`src/rtl/pport_pkg.sv`:
```
package pport_pkg;

  // Per-pin drive personality chosen each cycle
  typedef enum logic [1:0] {
    PM_OPEN_DRAIN = 2'd0,
    PM_QUASI      = 2'd1,
    PM_PUSH_PULL  = 2'd2,
    PM_RELEASE    = 2'd3
  } pin_mode_e;

  // One-hot drive enables of a single pin
  typedef struct packed {
    logic pull_low;
    logic drive_high;
    logic pull_weak;
    logic hi_z;
  } pin_drv_t;

  function automatic pin_drv_t encode_pin(pin_mode_e mode, logic val);
    pin_drv_t d;
    d = '0;
    case (mode)
      PM_OPEN_DRAIN: if (val) d.hi_z = 1'b1;       else d.pull_low = 1'b1;
      PM_QUASI:      if (val) d.pull_weak = 1'b1;  else d.pull_low = 1'b1;
      PM_PUSH_PULL:  if (val) d.drive_high = 1'b1; else d.pull_low = 1'b1;
      default:       d.hi_z = 1'b1;
    endcase
    return d;
  endfunction

endpackage

```
`src/rtl/pport_latch_bank.sv`:
```
module pport_latch_bank #(
  parameter int NUM_PORTS = 4,
  parameter int WIDTH     = 8
) (
  input  logic                                  clk,
  input  logic                                  rst,
  input  logic                                  wr_en,
  input  logic [$clog2(NUM_PORTS)-1:0]          wr_sel,
  input  logic [WIDTH-1:0]                      wr_data,
  output logic [NUM_PORTS-1:0][WIDTH-1:0]       latch_q
);
  localparam int SEL_W = $clog2(NUM_PORTS);

  for (genvar p = 0; p < NUM_PORTS; p++) begin : g_port
    always_ff @(posedge clk) begin
      if (rst) begin
        latch_q[p] <= '1;
      end else if (wr_en && (wr_sel == SEL_W'(p))) begin
        latch_q[p] <= wr_data;
      end
    end
  end
endmodule

```
`src/rtl/pport_mode_sel.sv`:
```
module pport_mode_sel
  import pport_pkg::*;
#(
  parameter int               NUM_PORTS = 4,
  parameter int               WIDTH     = 8,
  parameter int               BUS_PORT  = 0,
  parameter int               HI_PORT   = 2,
  parameter int               SER_PORT  = 1,
  parameter logic [WIDTH-1:0] SER_MASK  = 'h0F
) (
  input  logic [NUM_PORTS-1:0][WIDTH-1:0]        latch_q,
  input  logic                                   ext_en,
  input  logic                                   ext_addr_phase,
  input  logic                                   ext_wide,
  input  logic                                   ext_wr,
  input  logic [2*WIDTH-1:0]                     ext_addr,
  input  logic [WIDTH-1:0]                       ext_wdata,
  input  logic                                   ser_en,
  input  logic [WIDTH-1:0]                       ser_oe,
  input  logic [WIDTH-1:0]                       ser_out,
  output pin_mode_e [NUM_PORTS-1:0][WIDTH-1:0]   mode_o,
  output logic [NUM_PORTS-1:0][WIDTH-1:0]        val_o
);

  always_comb begin
    // Default personalities from the latches
    for (int p = 0; p < NUM_PORTS; p++) begin
      for (int b = 0; b < WIDTH; b++) begin
        mode_o[p][b] = (p == BUS_PORT) ? PM_OPEN_DRAIN : PM_QUASI;
        val_o[p][b]  = latch_q[p][b];
      end
    end

    // External memory bus takes over the bus port and, if wide, the high port
    if (ext_en) begin
      for (int b = 0; b < WIDTH; b++) begin
        if (ext_addr_phase) begin
          mode_o[BUS_PORT][b] = PM_PUSH_PULL;
          val_o[BUS_PORT][b]  = ext_addr[b];
        end else if (ext_wr) begin
          mode_o[BUS_PORT][b] = PM_PUSH_PULL;
          val_o[BUS_PORT][b]  = ext_wdata[b];
        end else begin
          mode_o[BUS_PORT][b] = PM_RELEASE;
          val_o[BUS_PORT][b]  = 1'b1;
        end
        if (ext_wide) begin
          mode_o[HI_PORT][b] = PM_PUSH_PULL;
          val_o[HI_PORT][b]  = ext_addr[WIDTH+b];
        end
      end
    end

    // Serial peripheral pins on the serial port
    if (ser_en) begin
      for (int b = 0; b < WIDTH; b++) begin
        if (SER_MASK[b]) begin
          mode_o[SER_PORT][b] = ser_oe[b] ? PM_PUSH_PULL : PM_RELEASE;
          val_o[SER_PORT][b]  = ser_out[b];
        end
      end
    end
  end
endmodule

```
`src/rtl/pport_drive_enc.sv`:
```
module pport_drive_enc
  import pport_pkg::*;
#(
  parameter int NUM_PORTS = 4,
  parameter int WIDTH     = 8,
  parameter int BUS_PORT  = 0
) (
  input  logic                                   clk,
  input  logic                                   rst,
  input  pin_mode_e [NUM_PORTS-1:0][WIDTH-1:0]   mode_i,
  input  logic [NUM_PORTS-1:0][WIDTH-1:0]        val_i,
  output logic [NUM_PORTS*WIDTH-1:0]             drv_low,
  output logic [NUM_PORTS*WIDTH-1:0]             drv_high,
  output logic [NUM_PORTS*WIDTH-1:0]             drv_weak,
  output logic [NUM_PORTS*WIDTH-1:0]             drv_float
);

  for (genvar p = 0; p < NUM_PORTS; p++) begin : g_port
    // Reset drive matches an all-ones latch in normal mode
    localparam pin_drv_t RST_DRV = (p == BUS_PORT) ?
                                   encode_pin(PM_OPEN_DRAIN, 1'b1) :
                                   encode_pin(PM_QUASI, 1'b1);
    for (genvar b = 0; b < WIDTH; b++) begin : g_bit
      localparam int IDX = p*WIDTH + b;
      pin_drv_t nxt, cur;
      assign nxt = encode_pin(mode_i[p][b], val_i[p][b]);
      always_ff @(posedge clk) begin
        if (rst) cur <= RST_DRV;
        else     cur <= nxt;
      end
      assign drv_low[IDX]   = cur.pull_low;
      assign drv_high[IDX]  = cur.drive_high;
      assign drv_weak[IDX]  = cur.pull_weak;
      assign drv_float[IDX] = cur.hi_z;
    end
  end
endmodule

```
`src/rtl/pport_bus_cap.sv`:
```
module pport_bus_cap #(
  parameter int WIDTH = 8
) (
  input  logic             clk,
  input  logic             rst,
  input  logic             ext_en,
  input  logic             ext_addr_phase,
  input  logic             ext_wr,
  input  logic [WIDTH-1:0] addr_lo,
  input  logic [WIDTH-1:0] bus_pins,
  output logic [WIDTH-1:0] ext_rdata,
  output logic [WIDTH-1:0] addr_lat
);
  logic phase_d;

  always_ff @(posedge clk) begin
    if (rst) begin
      phase_d   <= 1'b0;
      ext_rdata <= '0;
      addr_lat  <= '0;
    end else begin
      phase_d <= ext_en && ext_addr_phase;
      if (ext_en && phase_d && !ext_addr_phase)
        addr_lat <= addr_lo;
      if (ext_en && !ext_addr_phase && !ext_wr)
        ext_rdata <= bus_pins;
    end
  end
endmodule

```
`src/rtl/pport_read_port.sv`:
```
module pport_read_port #(
  parameter int NUM_PORTS = 4,
  parameter int WIDTH     = 8
) (
  input  logic                               clk,
  input  logic                               rst,
  input  logic [$clog2(NUM_PORTS)-1:0]       rd_sel,
  input  logic                               rd_pin,
  input  logic [NUM_PORTS-1:0][WIDTH-1:0]    latch_q,
  input  logic [NUM_PORTS*WIDTH-1:0]         pin_in,
  output logic [WIDTH-1:0]                   rd_data
);
  logic [NUM_PORTS-1:0][WIDTH-1:0] pins_by_port;
  assign pins_by_port = pin_in;

  always_ff @(posedge clk) begin
    if (rst)         rd_data <= '0;
    else if (rd_pin) rd_data <= pins_by_port[rd_sel];
    else             rd_data <= latch_q[rd_sel];
  end
endmodule

```
`src/rtl/pport_ctrl.sv`:
```
module pport_ctrl
  import pport_pkg::*;
#(
  parameter int               NUM_PORTS = 4,
  parameter int               WIDTH     = 8,
  parameter int               BUS_PORT  = 0,
  parameter int               HI_PORT   = 2,
  parameter int               SER_PORT  = 1,
  parameter logic [WIDTH-1:0] SER_MASK  = 'h0F
) (
  input  logic                              clk,
  input  logic                              rst,
  input  logic                              wr_en,
  input  logic [$clog2(NUM_PORTS)-1:0]      wr_sel,
  input  logic [WIDTH-1:0]                  wr_data,
  input  logic [$clog2(NUM_PORTS)-1:0]      rd_sel,
  input  logic                              rd_pin,
  output logic [WIDTH-1:0]                  rd_data,
  input  logic [NUM_PORTS*WIDTH-1:0]        pin_in,
  input  logic                              ext_en,
  input  logic                              ext_addr_phase,
  input  logic                              ext_wide,
  input  logic                              ext_wr,
  input  logic [2*WIDTH-1:0]                ext_addr,
  input  logic [WIDTH-1:0]                  ext_wdata,
  output logic [WIDTH-1:0]                  ext_rdata,
  output logic [WIDTH-1:0]                  addr_lat,
  input  logic                              ser_en,
  input  logic [WIDTH-1:0]                  ser_oe,
  input  logic [WIDTH-1:0]                  ser_out,
  output logic [NUM_PORTS*WIDTH-1:0]        drv_low,
  output logic [NUM_PORTS*WIDTH-1:0]        drv_high,
  output logic [NUM_PORTS*WIDTH-1:0]        drv_weak,
  output logic [NUM_PORTS*WIDTH-1:0]        drv_float
);

  logic [NUM_PORTS-1:0][WIDTH-1:0]      latch_q;
  pin_mode_e [NUM_PORTS-1:0][WIDTH-1:0] pin_mode;
  logic [NUM_PORTS-1:0][WIDTH-1:0]      pin_val;

  pport_latch_bank #(.NUM_PORTS(NUM_PORTS), .WIDTH(WIDTH)) u_latch (
    .clk(clk), .rst(rst), .wr_en(wr_en), .wr_sel(wr_sel),
    .wr_data(wr_data), .latch_q(latch_q)
  );

  pport_mode_sel #(
    .NUM_PORTS(NUM_PORTS), .WIDTH(WIDTH), .BUS_PORT(BUS_PORT),
    .HI_PORT(HI_PORT), .SER_PORT(SER_PORT), .SER_MASK(SER_MASK)
  ) u_mode (
    .latch_q(latch_q), .ext_en(ext_en), .ext_addr_phase(ext_addr_phase),
    .ext_wide(ext_wide), .ext_wr(ext_wr), .ext_addr(ext_addr),
    .ext_wdata(ext_wdata), .ser_en(ser_en), .ser_oe(ser_oe),
    .ser_out(ser_out), .mode_o(pin_mode), .val_o(pin_val)
  );

  pport_drive_enc #(.NUM_PORTS(NUM_PORTS), .WIDTH(WIDTH), .BUS_PORT(BUS_PORT)) u_enc (
    .clk(clk), .rst(rst), .mode_i(pin_mode), .val_i(pin_val),
    .drv_low(drv_low), .drv_high(drv_high),
    .drv_weak(drv_weak), .drv_float(drv_float)
  );

  pport_bus_cap #(.WIDTH(WIDTH)) u_bus (
    .clk(clk), .rst(rst), .ext_en(ext_en), .ext_addr_phase(ext_addr_phase),
    .ext_wr(ext_wr), .addr_lo(ext_addr[WIDTH-1:0]),
    .bus_pins(pin_in[BUS_PORT*WIDTH +: WIDTH]),
    .ext_rdata(ext_rdata), .addr_lat(addr_lat)
  );

  pport_read_port #(.NUM_PORTS(NUM_PORTS), .WIDTH(WIDTH)) u_read (
    .clk(clk), .rst(rst), .rd_sel(rd_sel), .rd_pin(rd_pin),
    .latch_q(latch_q), .pin_in(pin_in), .rd_data(rd_data)
  );
endmodule

```
`config.mk`:
```
export PLATFORM = sky130hd
export DESIGN_NAME = pport_ctrl
export DESIGN_NICKNAME = d
export VERILOG_FILES = /design/src/rtl/pport_pkg.sv /design/src/rtl/pport_latch_bank.sv /design/src/rtl/pport_mode_sel.sv /design/src/rtl/pport_drive_enc.sv /design/src/rtl/pport_bus_cap.sv /design/src/rtl/pport_read_port.sv /design/src/rtl/pport_ctrl.sv
export SDC_FILE = /design/constraint.sdc
export NUM_CORES = 1
export LEC_CHECK = 0
export BUFFER_PORTS_ARGS = -buffer_cell sky130_fd_sc_hd__buf_2
export CAP_MARGIN = 20
export CORE_MARGIN = 1
export CORE_UTILIZATION = 54
export DETAILED_ROUTE_END_ITERATION = 16
export HOLD_SLACK_MARGIN = 0.06
export PLACE_DENSITY = 0.86
export SKIP_CTS_REPAIR_TIMING = 1
export SYNTH_ARGS = -nofsm -noshare
export SYNTH_HDL_FRONTEND = slang
export SYNTH_HIERARCHICAL = 1
export SYNTH_SLANG_ARGS = --single-unit
```
`constraint.sdc`:
```
create_clock -name clk -period 3.1 [get_ports clk]
set_input_delay 0.31 -clock clk [delete_from_list [all_inputs] [get_ports clk]]
set_output_delay 0.31 -clock clk [all_outputs]
set_load 0.005 [all_outputs]
```
Word level (Yosys, flattened, before mapping)
Index checks and enable logic that the tools add are counted.
{"block": "op_classes", "reduce_logical": 120, "order_cmp": 1, "n_eq_ne": 43, "bitwise_logic": 48, "n_mux": 138}
{"cell": "2-bit OR reduction", "count": 68}
{"cell": "1-bit 2-to-1 mux", "count": 105}
{"cell": "3-bit OR reduction", "count": 20}
{"cell": "8-bit 2-to-1 mux", "count": 6}
{"cell": "1-bit inverter", "count": 48}
{"cell": "2-bit equality test, second input constant", "count": 22}
{"cell": "2-bit by 1-bit equality test with 1-bit output, second input constant", "count": 21}
{"cell": "2-bit logical NOT", "count": 21}
{"cell": "1-bit one-hot mux with 2 select lines", "count": 20}
{"cell": "8-bit binary-select mux with 2-bit select", "count": 2}
{"cell": "16-bit 2-to-1 mux", "count": 2}
{"cell": "1-bit logical AND", "count": 9}
{"cell": "2-bit 2-to-1 mux", "count": 2}
{"cell": "4-bit 2-to-1 mux", "count": 1}
{"cell": "2-bit by 3-bit less-than comparator with 1-bit output, second input constant", "count": 1}
{"cell": "1-bit logical NOT", "count": 2}
{"block": "word_totals", "wordCells": 462, "regBits": 161, "in_bits": 93}

Longest topological paths before layout
Gate-level depths: netlist of the first run.
{"block": "logic_depth", "depth_word": 7, "depth_mapped": 8}

Cells and area by module
Netlist of the first run, hierarchy kept.
{"mod": "pport_drive_enc", "area_each_um2": 5641.7, "seq_area_each_um2": 2562.5, "n_inst": 1, "cells_per_inst": 536}
{"mod": "pport_latch_bank", "area_each_um2": 1176.1, "seq_area_each_um2": 640.6, "n_inst": 1, "cells_per_inst": 115}
{"mod": "pport_mode_sel", "area_each_um2": 964.7, "seq_area_each_um2": 0.0, "n_inst": 1, "cells_per_inst": 126}
{"mod": "pport_bus_cap", "area_each_um2": 754.5, "seq_area_each_um2": 340.3, "n_inst": 1, "cells_per_inst": 74}
{"mod": "pport_read_port", "area_each_um2": 713.2, "seq_area_each_um2": 160.2, "n_inst": 1, "cells_per_inst": 46}

Least setup slack after synthesis of the first run
OpenSTA, ideal clock, no wires.
{"block": "synth_timing", "path_kind": "input port to flip-flop", "startpoint": "input port ext_en", "endpoint": "register u_enc.g_port[0].g_bit[2].cur (netlist bit u_enc/drv_float[2])", "setup_slack_ps": 808, "setup_ps": 120, "t_arrival_ps": 2173, "path_buffers": 3, "path_stages": 8, "t_required_ps": 2980, "cell_sequence": "buf_2 > buf_2 > nor3b_1 > buf_4 > inv_1 > ha_1 > nor2_1 > a211o_1"}
{"item": "start, declared", "line_no": "pport_ctrl.sv:20", "rtl": "input logic ext_en,"}
{"item": "end signal, assigned", "line_no": "pport_drive_enc.sv:29", "rtl": "else cur <= nxt;"}
{"item": "end, declared", "line_no": "pport_drive_enc.sv:25", "rtl": "pin_drv_t nxt, cur;"}

Worst setup path after layout of the first run
{"block": "layout_timing", "startpoint": "input port ext_en", "endpoint": "register u_enc.g_port[2].g_bit[1].cur (netlist bit u_enc/drv_float[17])"}
{"block": "layout_between", "elab_chain_len": 4, "word_cells_on_any_way": 8, "classes_between": "eq/ne (2); mux (4); reduce/logical (2)"}
{"item": "16-bit 2-to-1 mux", "line_no": "pport_mode_sel.sv:35", "rtl": "if (ext_en) begin"}
{"item": "2-bit by 1-bit equality test with 1-bit output or 2-bit equality test (tied branches)", "line_no": "pport_pkg.sv:22", "rtl": "case (mode)"}
{"item": "2-bit OR reduction (no line)"}
{"item": "1-bit one-hot mux with 2 select lines *", "line_no": "pport_pkg.sv:22"}
{"item": "end signal, assigned", "line_no": "pport_drive_enc.sv:29"}
{"item": "end, declared", "line_no": "pport_drive_enc.sv:25"}
Every way passes the cells marked *; elsewhere a longest branch is shown, timed or not.
A chain may end at the register's enable or synchronous reset.

==> results of run 1 <==
cell type report:
class                   count  area [um2]
inverters                  65         244
well taps                 220         275
clock buffers              19         443
diodes                      5        12.5
flip-flops and latches    185        3700
fillers                  1317        5940
clock inverters            13         119
multi-input cells         564        4650
repair buffers            244        1260
cell families (layout without fill, tap and decap cells):
group	count (synthesis)	in the layout	share of synthesized area, %
DFF	185	185	40.0
buffers and inverters	170	341	10.7
other	2	29	0.0812
AOI/OAI and AO/OA	64	64	4.72
muxes	84	84	11.7
adders and majority gates	128	128	17.3
and+or+nand+nor	264	264	15.4
how the worst min path moves through the flow:
stage	end	from
floorplan	u_bus/phase_d$_SDFF_PP0_	ext_addr_phase
finish	u_bus/addr_lat[3]$_SDFFE_PP0P_	ext_addr[3]
global route	u_bus/addr_lat[5]$_SDFFE_PP0P_	ext_addr[5]
CTS	u_bus/addr_lat[1]$_SDFFE_PP0P_	ext_addr[1]
global placement	u_bus/addr_lat[4]$_SDFFE_PP0P_	u_bus/addr_lat[4]$_SDFFE_PP0P_
detailed placement	u_bus/ext_rdata[7]$_SDFFE_PP0P_	u_bus/ext_rdata[7]$_SDFFE_PP0P_
sequential cells by signal, indices dropped and copies added, names as in the netlist:
| signal | cells |
|---|---|
| u_bus/addr_lat | 8 |
| u_bus/ext_rdata | 8 |
| u_bus/phase_d | 1 |
| u_enc/drv_float | 32 |
| u_enc/drv_high | 32 |
| u_enc/drv_low | 32 |
| u_enc/drv_weak | 32 |
| u_latch/latch_q | 32 |
| u_read/rd_data | 8 |
power groups by stage:
stage               logic (mW)  clock network, mW  registers [mW]
finish                   0.663               2.07            2.55
global route             0.739               2.22            2.56
CTS                      0.650               2.11            2.55
detailed placement       0.645                  0            2.60
global placement         0.627                  0            2.60
floorplan                0.452                  0            2.60
metrics by stage:
stage	instances	util [%]
global placement	1278	60.9
detailed placement	1278	60.9
floorplan	919	-
finish	1315	64.3
global route	1314	64.3
CTS	1310	64.2
layout by cell type, fill, tap and decap left out, types with 8 or more instances in the layout:
master and instances:
clkbuf_16 17, mux4_1 8, dfxtp_1 185, nor3_1 32
mux2_2 12, buf_2 235, nand2b_1 41, nor2b_1 8
mux4_2 8, conb_1 24, a21oi_1 24, ha_1 128
or3b_1 9, and3b_1 26, mux2i_1 56, nor2_1 69
inv_1 65, nand2_1 44, a31o_1 8, a21o_1 27
or2_2 24
layer usage:
layer  wire length (um)  global-route usage (%)  up-vias
met3               1210                    6.40       45
met1               8600                    27.3     2991
met4                708                    11.4        0
met2               9690                    38.2      193
met5                  0                       0        -
li1                   -                       -     3209
critical path: cells and delay by family:
| kind | cells | cell delay, ns |
|---|---|---|
| buffers and inverters | 3 | 0.94 |
| and+or+nand+nor | 2 | 0.39 |
| adders and majority gates | 1 | 0.31 |
| AOI/OAI and AO/OA | 1 | 0.14 |
Yosys cell counts (all sizes together):
| library cell | count |
|---|---|
| nor3b | 2 |
| conb | 2 |
| and3b | 26 |
| nor3 | 32 |
| nand2b | 41 |
| a21o | 27 |
| or3b | 9 |
| a31o | 8 |
| mux2 | 12 |
| nor2b | 8 |
| or2 | 24 |
| nand3b | 2 |
| inv | 65 |
| a211o | 5 |
| nand3 | 1 |
| nand2 | 45 |
| clkbuf | 7 |
| mux2i | 56 |
| or2b | 5 |
| nor2 | 69 |
| dfxtp | 185 |
| mux4 | 16 |
| buf | 98 |
| a21oi | 24 |
| ha | 128 |
==> key figures, run 1 <==
Clock tree
  – CTS Sinks: roughly 190
  – CTS clk-pin slew, worst paths: 0.07 ns
  – CTS root buf: clkbuf_16
  – CTS Buf Count: 17
  – Htree depth: 4
  – Clock Tree Buf Depth: 2
  – Clock latency on the worst-skew pair: 0.42 ns
  – CTS tree: built

Worst setup path
  – Critical path launch point: ext_en
  – R2R Path Start: u_latch/latch_q[14]$_SDFFE_PP1P_
  – Critical Path RT: 3.45 ns
  – Max FO, Critical Path: 20
  – Slowest stage delay, CP: about 0.54 ns
  – Reg2reg setup slack: 1.74 ns
  – Most used cell, CP: inv_1
  – Crit end category: register
  – Setup Crit Path Kind: in -> reg
  – Critical path's slowest cell: inv_1
  – Worst EP arrival: 2.10 ns
  – Crit path capture: u_enc/drv_float[17]$_SDFF_PP0_
  – Worst r2r dst: u_read/rd_data[6]$_SDFF_PP0_
  – CP Launch Type: input pin
  – R2R cell count: 3
  – CP cell instances: buf_2 > nand2_2 > inv_1 > inv_1 > ha_1 > or2_2 > a21oi_1

Run
  – Maxcap violations: 0

STA
  – Fmax: 0.572 GHz
  – Worst-margin pin slew: 0.725 ns
  – Final hold violations: 0
  – Hold_ws: 0.171 ns
  – Max Transition Viols Final: 0
  – Setup Viol. Count Final: 0
  – Crit path time final: about 1.7 ns
  – Setup ws final: 1.35 ns
  – Setup TNS: 0 ns
  – Clock skew: 0.00481 ns
  – Period utilisation layout: 56.4%
  – Unrepaired setup endpoints after global routing: false
  – Slew HR: 51.6%

Floorplanning
  – Die H: 133 um
  – Die ar.: 17,700 um2
  – Num rows: 47
  – Core ar.: around 17,000 um2
  – I/O pin count: 245
  – Die Width: 133 um
  – Initial Util: 55.6%

Min path
  – Hold Path Class: in -> reg
  – Worst hold path depth: 3

Placed design
  – GPL Wtd Cong: 0.871
  – Post-DP Area: 10,100 um2
  – Pre-CTS setup slack: 0.926 ns
  – Port bufs: between 200 and 250
  – Final HPWL DP: 15,200 um

Yosys
  – Yosys warning total: 6
  – Post-Syn Instances: 897
  – Yosys top cell area share: ~40%
  – Area contributors post-synth: dfxtp_1, ha_1, mux2i_1
  – Yosys reg bits: 185
  – Unique masters post-synth: 31
  – Seq/Total Area, Yosys: 40.0%
  – Leading area contributor after synthesis: dfxtp_1
  – Cell Area, Synth: 9250 um2
  – Avg Cell Area, Syn: 10.3 um2

Global routing
  – Gr usage total: 23.0%
  – First-pass GRT wire length: 31,500 um
  – Largest net degree at the start of global routing: 102
  – Vias in the first global route: 6,302
  – Grt total ovfl: 0
  – Antenna violations before repair: 6

Finish
  – Post-layout nets: 1,298
  – Proportion of layout cells with a drive suffix above 1: slightly below 30%
  – Area Growth Syn to Fin: 15.7%
  – Cell area after layout: 10,700 um2

Detailed routing
  – Drt initial violations: 312
  – Detailed Route WL: 20,200 um
  – DRC Markers: 0
  – DRT antenna net count: 0
  – Routed vias/inst: a little under 5
  – Wirelength per Cell: about 15 um
  – Vias: 6,438
  – Drt first pass iters: 4

Pwr
  – Switching pwr: 1.33 mW
  – Power density cells: 494 nW/um2
  – Total design power: about 5.3 mW
  – Maximum vdd drop: about 0.00038 V
  – Leakage power: approximately 5.6 nW
  – Net Sw Frac: 25.2%
  – Clock power share: 39.2%
  – Pint: 3.95 mW
  – Sequential power share: 48.2%
  – Proportion of power drawn by combinational gates: 12.6%

Outcome
  – Status: completed
(Power assumes the default switching activity.)
==> run 2, diff against run 1 <==
--- a/config.mk
+++ b/config.mk
@@ -5,13 +5,14 @@
 export SDC_FILE = /design/constraint.sdc
 export NUM_CORES = 1
 export LEC_CHECK = 0
+export ABC_AREA = 1
 export BUFFER_PORTS_ARGS = -buffer_cell sky130_fd_sc_hd__buf_2
 export CAP_MARGIN = 20
 export CORE_MARGIN = 1
-export CORE_UTILIZATION = 54
+export CORE_UTILIZATION = 49
 export DETAILED_ROUTE_END_ITERATION = 16
 export HOLD_SLACK_MARGIN = 0.06
-export PLACE_DENSITY = 0.86
+export PLACE_DENSITY = 0.81
 export SKIP_CTS_REPAIR_TIMING = 1
 export SYNTH_ARGS = -nofsm -noshare
 export SYNTH_HDL_FRONTEND = slang
==> constraint.sdc (replaced) <==
create_clock -name clk -period 1.5 [get_ports clk]
set_input_delay 0.15 -clock clk [delete_from_list [all_inputs] [get_ports clk]]
set_output_delay 0.15 -clock clk [all_outputs]
set_load 0.005 [all_outputs]
==> run 2 against run 1 <==
  * Sequential power up 110%
  * Critical path depth is 3 lower
  * Power rose by 120%
  * Highest routed layer unchanged
  * Critical path type is now reg -> reg
  * Wire length is 12% higher
  * First-iteration DRC count is 51% higher
  * Clock skew up 0.0078 ns
  * Setup slack got worse by 1.1 ns
  * Critical endpoint is now u_enc/drv_float[11]$_SDFF_PP0_
  * Sequential share of layout area decreased by 3.1 points
  * Non-clock buffer count grew 38
==> key figures, run 2 <==
Finish
  – Most frequent cells in the layout: nand2_1, buf_2, inv_1
  – Proportion of layout cells with a drive suffix above 1: 22.0%
  – Post-layout nets: 1,744
  – Sequential Area: 3700 um2
  – Most common cell after layout, fill and taps aside: nand2_1
  – Area Growth Syn to Fin: 17.2%
  – Filler cells: 1,722
  – Area of the multi-input gates: roughly 4700 um2
  – Final core occ: 59.4%

Worst setup path
  – Worst EP arrival: 1.59 ns
  – Worst r2r dst: u_enc/drv_float[11]$_SDFF_PP0_
  – Crit end category: register
  – Reg2reg setup slack: ~0.28 ns
  – Setup Crit Path Kind: reg -> reg
  – Critical Path RT: 1.87 ns
  – Max FO, Critical Path: 4
  – CP Launch Type: register
  – R2R Path Start: u_latch/latch_q[11]$_SDFFE_PP1P_
  – R2R cell count: 4

Pwr
  – Sequential power share: 46.4%
  – Maximum vdd drop: 0.000786 V
  – Net Sw Frac: 27.2%
  – Proportion of power drawn by combinational gates: 14.7%
  – Power density cells: 977 nW/um2
  – Switching pwr: 3.12 mW
  – Pint: 8.36 mW
  – Total design power: 11.5 mW
  – Clock power share: 38.9%
  – Leakage power: 6.96 nW

Min path
  – Hold path endpoint: u_enc/drv_low[23]$_SDFF_PP0_
  – Hold Path Class: in -> reg
  – Min-Delay Startpoint: ext_addr[15]
  – Worst hold path depth: 4

Detailed routing
  – DRC Markers: 0
  – Drt initial violations: around 470
  – Detailed Route WL: 22,500 um
  – Routed vias/inst: between 4 and 5
  – Vias: about 8,300
  – Drt first pass iters: 7
  – DRT antenna net count: 0
  – Wirelength per Cell: around 12 um

Yosys
  – Unique masters post-synth: 27
  – Cell Area, Synth: 10,000 um2
  – Largest family of logic cells by synthesized area: simple AND/OR/NAND/NOR gates
  – Ys async rst share: 0%
  – Yosys top cell area share: 37.0%
  – Avg Cell Area, Syn: 7.64 um2
  – Yosys reg bits: 185
  – Most used DFF post-synth: dfxtp_1
  – Seq/Total Area, Yosys: 37.0%
  – Multiplexer share of the synthesized area: 0%
  – Area contributors post-synth: dfxtp_1, ha_1, nand2_1
  – Adder-Cell Fraction of Synth Area: between 10% and 20%
  – Simple-gate share of the synthesized area: 29.0%
  – Post-synth top cells: nand2_1, inv_1, dfxtp_1
  – Post-synth EDFFs: 0
  – Post-Syn Instances: about 1,300
  – Most common cell in the synthesized netlist: nand2_1
  – Yosys warning total: 6
  – Leading area contributor after synthesis: dfxtp_1
  – Compound-Gate Fraction of Synth Area: 0.637%
  – Xor-xnor portion of the synthesized cell area: 0%

Placed design
  – Final HPWL DP: 16,700 um
  – GPL Wtd Cong: ~0.89
  – Port bufs: 236

Clock tree
  – CTS root buf: clkbuf_16
  – Clock latency on the worst-skew pair: around 0.43 ns
  – Clock Tree Buf Depth: 2
  – CTS tree: built
  – CTS Buf Count: 17
  – CTS Sinks: between 150 and 200
  – CTS clk-pin slew, worst paths: approximately 0.07 ns
  – Htree depth: 4

STA
  – Unrepaired setup endpoints after global routing: false
  – Worst-margin pin slew: roughly 0.54 ns
  – Hold_ws: 0.0650 ns
  – Crit path time final: approximately 1.2 ns
  – Final hold violations: 0
  – Slew HR: 63.7%
  – Max Transition Viols Final: 0
  – Fmax: 0.822 GHz
  – Period utilisation layout: 81.1%
  – Setup TNS: 0 ns
  – Clock skew: 0.0126 ns
  – Setup Viol. Count Final: 0

Global routing
  – Largest net degree at the start of global routing: 46
  – First-pass GRT wire length: ~35,000 um
  – Vias in the first global route: 7,607
  – Antenna violations before repair: 5
  – Grt total ovfl: 0
  – Gr usage total: 20.9%

Floorplanning
  – Num rows: 51
  – Initial Util: 50.7%
  – Die ar.: approximately 21,000 um2
  – Core ar.: 19,800 um2
  – I/O pin count: 245
  – Die H: 145 um
  – Die Width: 145 um

Outcome
  – Status: completed

Run
  – Maxcap violations: 0
==> run 2: layout make-up <==
cell class                 instances  share of cell area [%]
antenna                            5                   0.107
clock buffer                      20                    3.72
clock inverter                    12                    1.21
inverter                         221                    7.08
multi-input combinational        816                    39.7
sequential                       185                    31.5
tap                              265                    2.82
timing repair buffer             282                    13.8
==> run 2: how the worst max path moves through the flow <==
| stage | endpoint | from | slack (ns) | cells past startpoint |
|---|---|---|---|---|
| 5_1_grt | u_enc/drv_float[11]$_SDFF_PP0_ | u_latch/latch_q[11]$_SDFFE_PP1P_ | 0.13 | 4 |
| 3_5_place_dp | u_enc/drv_float[5]$_SDFF_PP1_ | ext_en | 0.02 | 9 |
| 3_3_place_gp | u_enc/drv_float[23]$_SDFF_PP0_ | ext_en | 0.09 | 8 |
| 4_1_cts | u_enc/drv_float[11]$_SDFF_PP0_ | u_latch/latch_q[11]$_SDFFE_PP1P_ | 0.30 | 4 |
| 6_report | u_enc/drv_float[11]$_SDFF_PP0_ | u_latch/latch_q[11]$_SDFFE_PP1P_ | 0.28 | 4 |
| 2_1_floorplan | u_enc/drv_float[4]$_SDFF_PP1_ | ext_en | 0.06 | 9 |
==> run 2: critical path, cell delays in order, from the launching register on <==
cell and delay, ns:
dfxtp_1 0.36, inv_1 0.10, o21ai_0 0.46, nor2_1 0.12
nor2_1 0.13
==> run 2: power groups by stage <==
stage	registers (mW)	logic [mW]	clock network, mW
CTS	5.33	1.60	4.56
detailed placement	5.44	1.59	0
global placement	5.44	1.55	0
global route	5.35	1.91	4.77
finish	5.33	1.69	4.46
floorplan	5.43	1.15	0
==> run 2: metrics by stage <==
step                cell area (um2)  std cells  setup WS [ns]
floorplan                     10100       1333         0.0640
global placement              10900       1748         0.0892
detailed placement            10900       1748         0.0233
CTS                           11500       1780          0.303
global route                  11700       1806          0.128
finish                        11700       1806          0.283
==> run 2: per-layer routing <==
metal | up-vias | GRT usage (%) | wire [um]
met4 | 0 | 8.67 | 444
li1 | 4263 | - | -
met5 | - | 0 | 0
met3 | 37 | 4.53 | 1330
met1 | 3741 | 24.4 | 9520
met2 | 288 | 36.9 | 11300
==> run 2: logic make-up after synthesis <==
group	Yosys count
other	2
AO/OA/AOI/OAI	12
flip-flops	185
buffers and inverters	332
adder cells (fa/ha/maj)	128
AND/OR/NAND/NOR	652
==> run 3, diff against run 2 <==
--- a/config.mk
+++ b/config.mk
@@ -5,11 +5,11 @@
 export SDC_FILE = /design/constraint.sdc
 export NUM_CORES = 1
 export LEC_CHECK = 0
-export ABC_AREA = 1
+export ABC_AREA = 0
 export BUFFER_PORTS_ARGS = -buffer_cell sky130_fd_sc_hd__buf_2
 export CAP_MARGIN = 20
 export CORE_MARGIN = 1
-export CORE_UTILIZATION = 49
+export CORE_UTILIZATION = 48
 export DETAILED_ROUTE_END_ITERATION = 16
 export HOLD_SLACK_MARGIN = 0.06
 export PLACE_DENSITY = 0.81
==> constraint.sdc (replaced) <==
create_clock -name clk -period 1.1 [get_ports clk]
set_input_delay 0.11 -clock clk [delete_from_list [all_inputs] [get_ports clk]]
set_output_delay 0.11 -clock clk [all_outputs]
set_load 0.005 [all_outputs]
==> run 3 against run 2 <==
  * The flow now finishes with violations (negative setup slack)
  * Sequential share of layout area down 0.85 points
  * Combinational power rose by 44%
  * Clock power increased by 36%
==> key figures, run 3 (synthesis gave the netlist of run 1 again) <==
Outcome
  – Status: finished, violations left
  – Failing checks: negative setup slack

Placed design
  – Pre-CTS setup slack: -0.342 ns
  – GPL Wtd Cong: 0.845
  – Final HPWL DP: 17,400 um
  – Post-DP Area: 11,200 um2
  – Port bufs: 236

Worst setup path
  – CP Launch Type: input pin
  – Crit end category: register
  – Setup Crit Path Kind: in -> reg
  – Max FO, Critical Path: 2
  – Critical Path RT: between 1 and 1.5 ns
  – Worst EP arrival: 1.47 ns

Global routing
  – Grt total ovfl: 0
  – First-pass GRT wire length: 34,400 um
  – Largest net degree at the start of global routing: 54
  – Vias in the first global route: 6,787
  – Antenna violations before repair: 5
  – Gr usage total: 22.6%

Finish
  – Most common cell after layout, fill and taps aside: buf_2
  – Most frequent cells in the layout: buf_2, dfxtp_1, ha_1
  – Final core occ: 64.8%
  – Cell area after layout: 12,200 um2
  – Post-layout nets: 1,429
  – Proportion of layout cells with a drive suffix above 1: between 30% and 40%
  – Filler cells: about 1,500
  – Area Growth Syn to Fin: 31.4%

Detailed routing
  – Routed vias/inst: 4.76
  – DRC Markers: 0
  – DRT antenna net count: 0
  – Drt first pass iters: 4
  – Vias: 6,933
  – Detailed Route WL: ~23,000 um
  – Wirelength per Cell: 15.7 um
  – Drt initial violations: 321

Min path
  – Hold Path Class: in -> reg

Floorplanning
  – Core ar.: between 15,000 and 20,000 um2
  – I/O pin count: about 250
  – Num rows: 50
  – Die H: 141 um
  – Initial Util: 49.3%
  – Die Width: 141 um
  – Die ar.: 19,800 um2

Clock tree
  – Clock latency on the worst-skew pair: ~0.42 ns
  – CTS Buf Count: 17
  – CTS clk-pin slew, worst paths: 0.06 ns
  – Htree depth: 4
  – Clock Tree Buf Depth: 2
  – CTS tree: built
  – CTS Sinks: 185
  – CTS root buf: clkbuf_16

STA
  – Fmax: 0.864 GHz
  – Max Transition Viols Final: 0
  – Period utilisation layout: 105%
  – Crit path time final: roughly 1.2 ns
  – Unrepaired setup endpoints after global routing: true
  – Setup ws final: -0.0573 ns
  – Final hold violations: 0
  – Setup Viol. Count Final: 10
  – Setup TNS: -0.230 ns
  – Clock skew: just over 0.006 ns

Pwr
  – Maximum vdd drop: 0.000997 V
  – Leakage power: 6.37 nW
  – Total design power: 15.7 mW
  – Power density cells: 1290 nW/um2

Run
  – Maxcap violations: 0
run 3: cell types whose count changed in the layout (fill, tap and decap cells not counted), sizes merged, moves of 24 or more:
cell / change
buf: +88
nand4: -24
nand2: -318
a21o: +27
inv: -155
nand2b: +41
or2: +24
nand3: -92
nor2: -70
and3b: +26
mux2i: +56
run 3: final cells by class:
| class | instances | area, um2 | share of cell area [%] |
|---|---|---|---|
| multi-input combinational | 564 | 4830 | 39.8 |
| clock buffer | 21 | 460 | 3.79 |
| sequential | 185 | 3730 | 30.7 |
| inverter | 65 | 256 | 2.11 |
| antenna | 4 | 10.0 | 0.0824 |
| timing repair buffer | 375 | 2460 | 20.2 |
| clock inverter | 9 | 116 | 0.957 |
| tap | 234 | 293 | 2.41 |
run 3: final timing paths:
kind                               startpoint                              to  slack, ns  cells past startpoint
max                                 pin_in[1]    u_read/rd_data[1]$_SDFF_PP0_      -0.06                      5
min                                ser_out[3]    u_enc/drv_low[11]$_SDFF_PP0_       0.06                      3
max reg2reg  u_latch/latch_q[24]$_SDFFE_PP1P_    u_read/rd_data[0]$_SDFF_PP0_      -0.04                      3
min reg2reg    u_bus/addr_lat[1]$_SDFFE_PP0P_  u_bus/addr_lat[1]$_SDFFE_PP0P_       0.47                      2
run 3: worst max-delay path, cell delays in order:
cell           delay, ns
dlygate4sd3_1       0.54
buf_2               0.14
mux4_2              0.44
mux2i_1             0.16
nor2_1              0.07
run 3: metrics by stage:
step | hold slack, ns | std cells
6_report | 0.0585 | 1457
5_1_grt | 0.0629 | 1456
4_1_cts | -0.0481 | 1426
3_5_place_dp | 0.404 | 1396
3_3_place_gp | 0.397 | 1396
2_1_floorplan | 0.224 | 919
run 3: metal layers:
layer	wire length (um)	up-vias	global-route usage, %
li1	-	3453	-
met1	9830	3224	26.7
met2	10900	203	37.9
met3	1210	51	5.94
met4	816	2	11.3
met5	14	-	0
run 3: power breakdown:
group	leakage, nW	total [mW]	internal, mW	switching [mW]
Clock	0.268	6.05	3.46	2.59
Sequential	1.52	7.16	7.04	0.114
Combinational	4.59	2.44	1.28	1.16
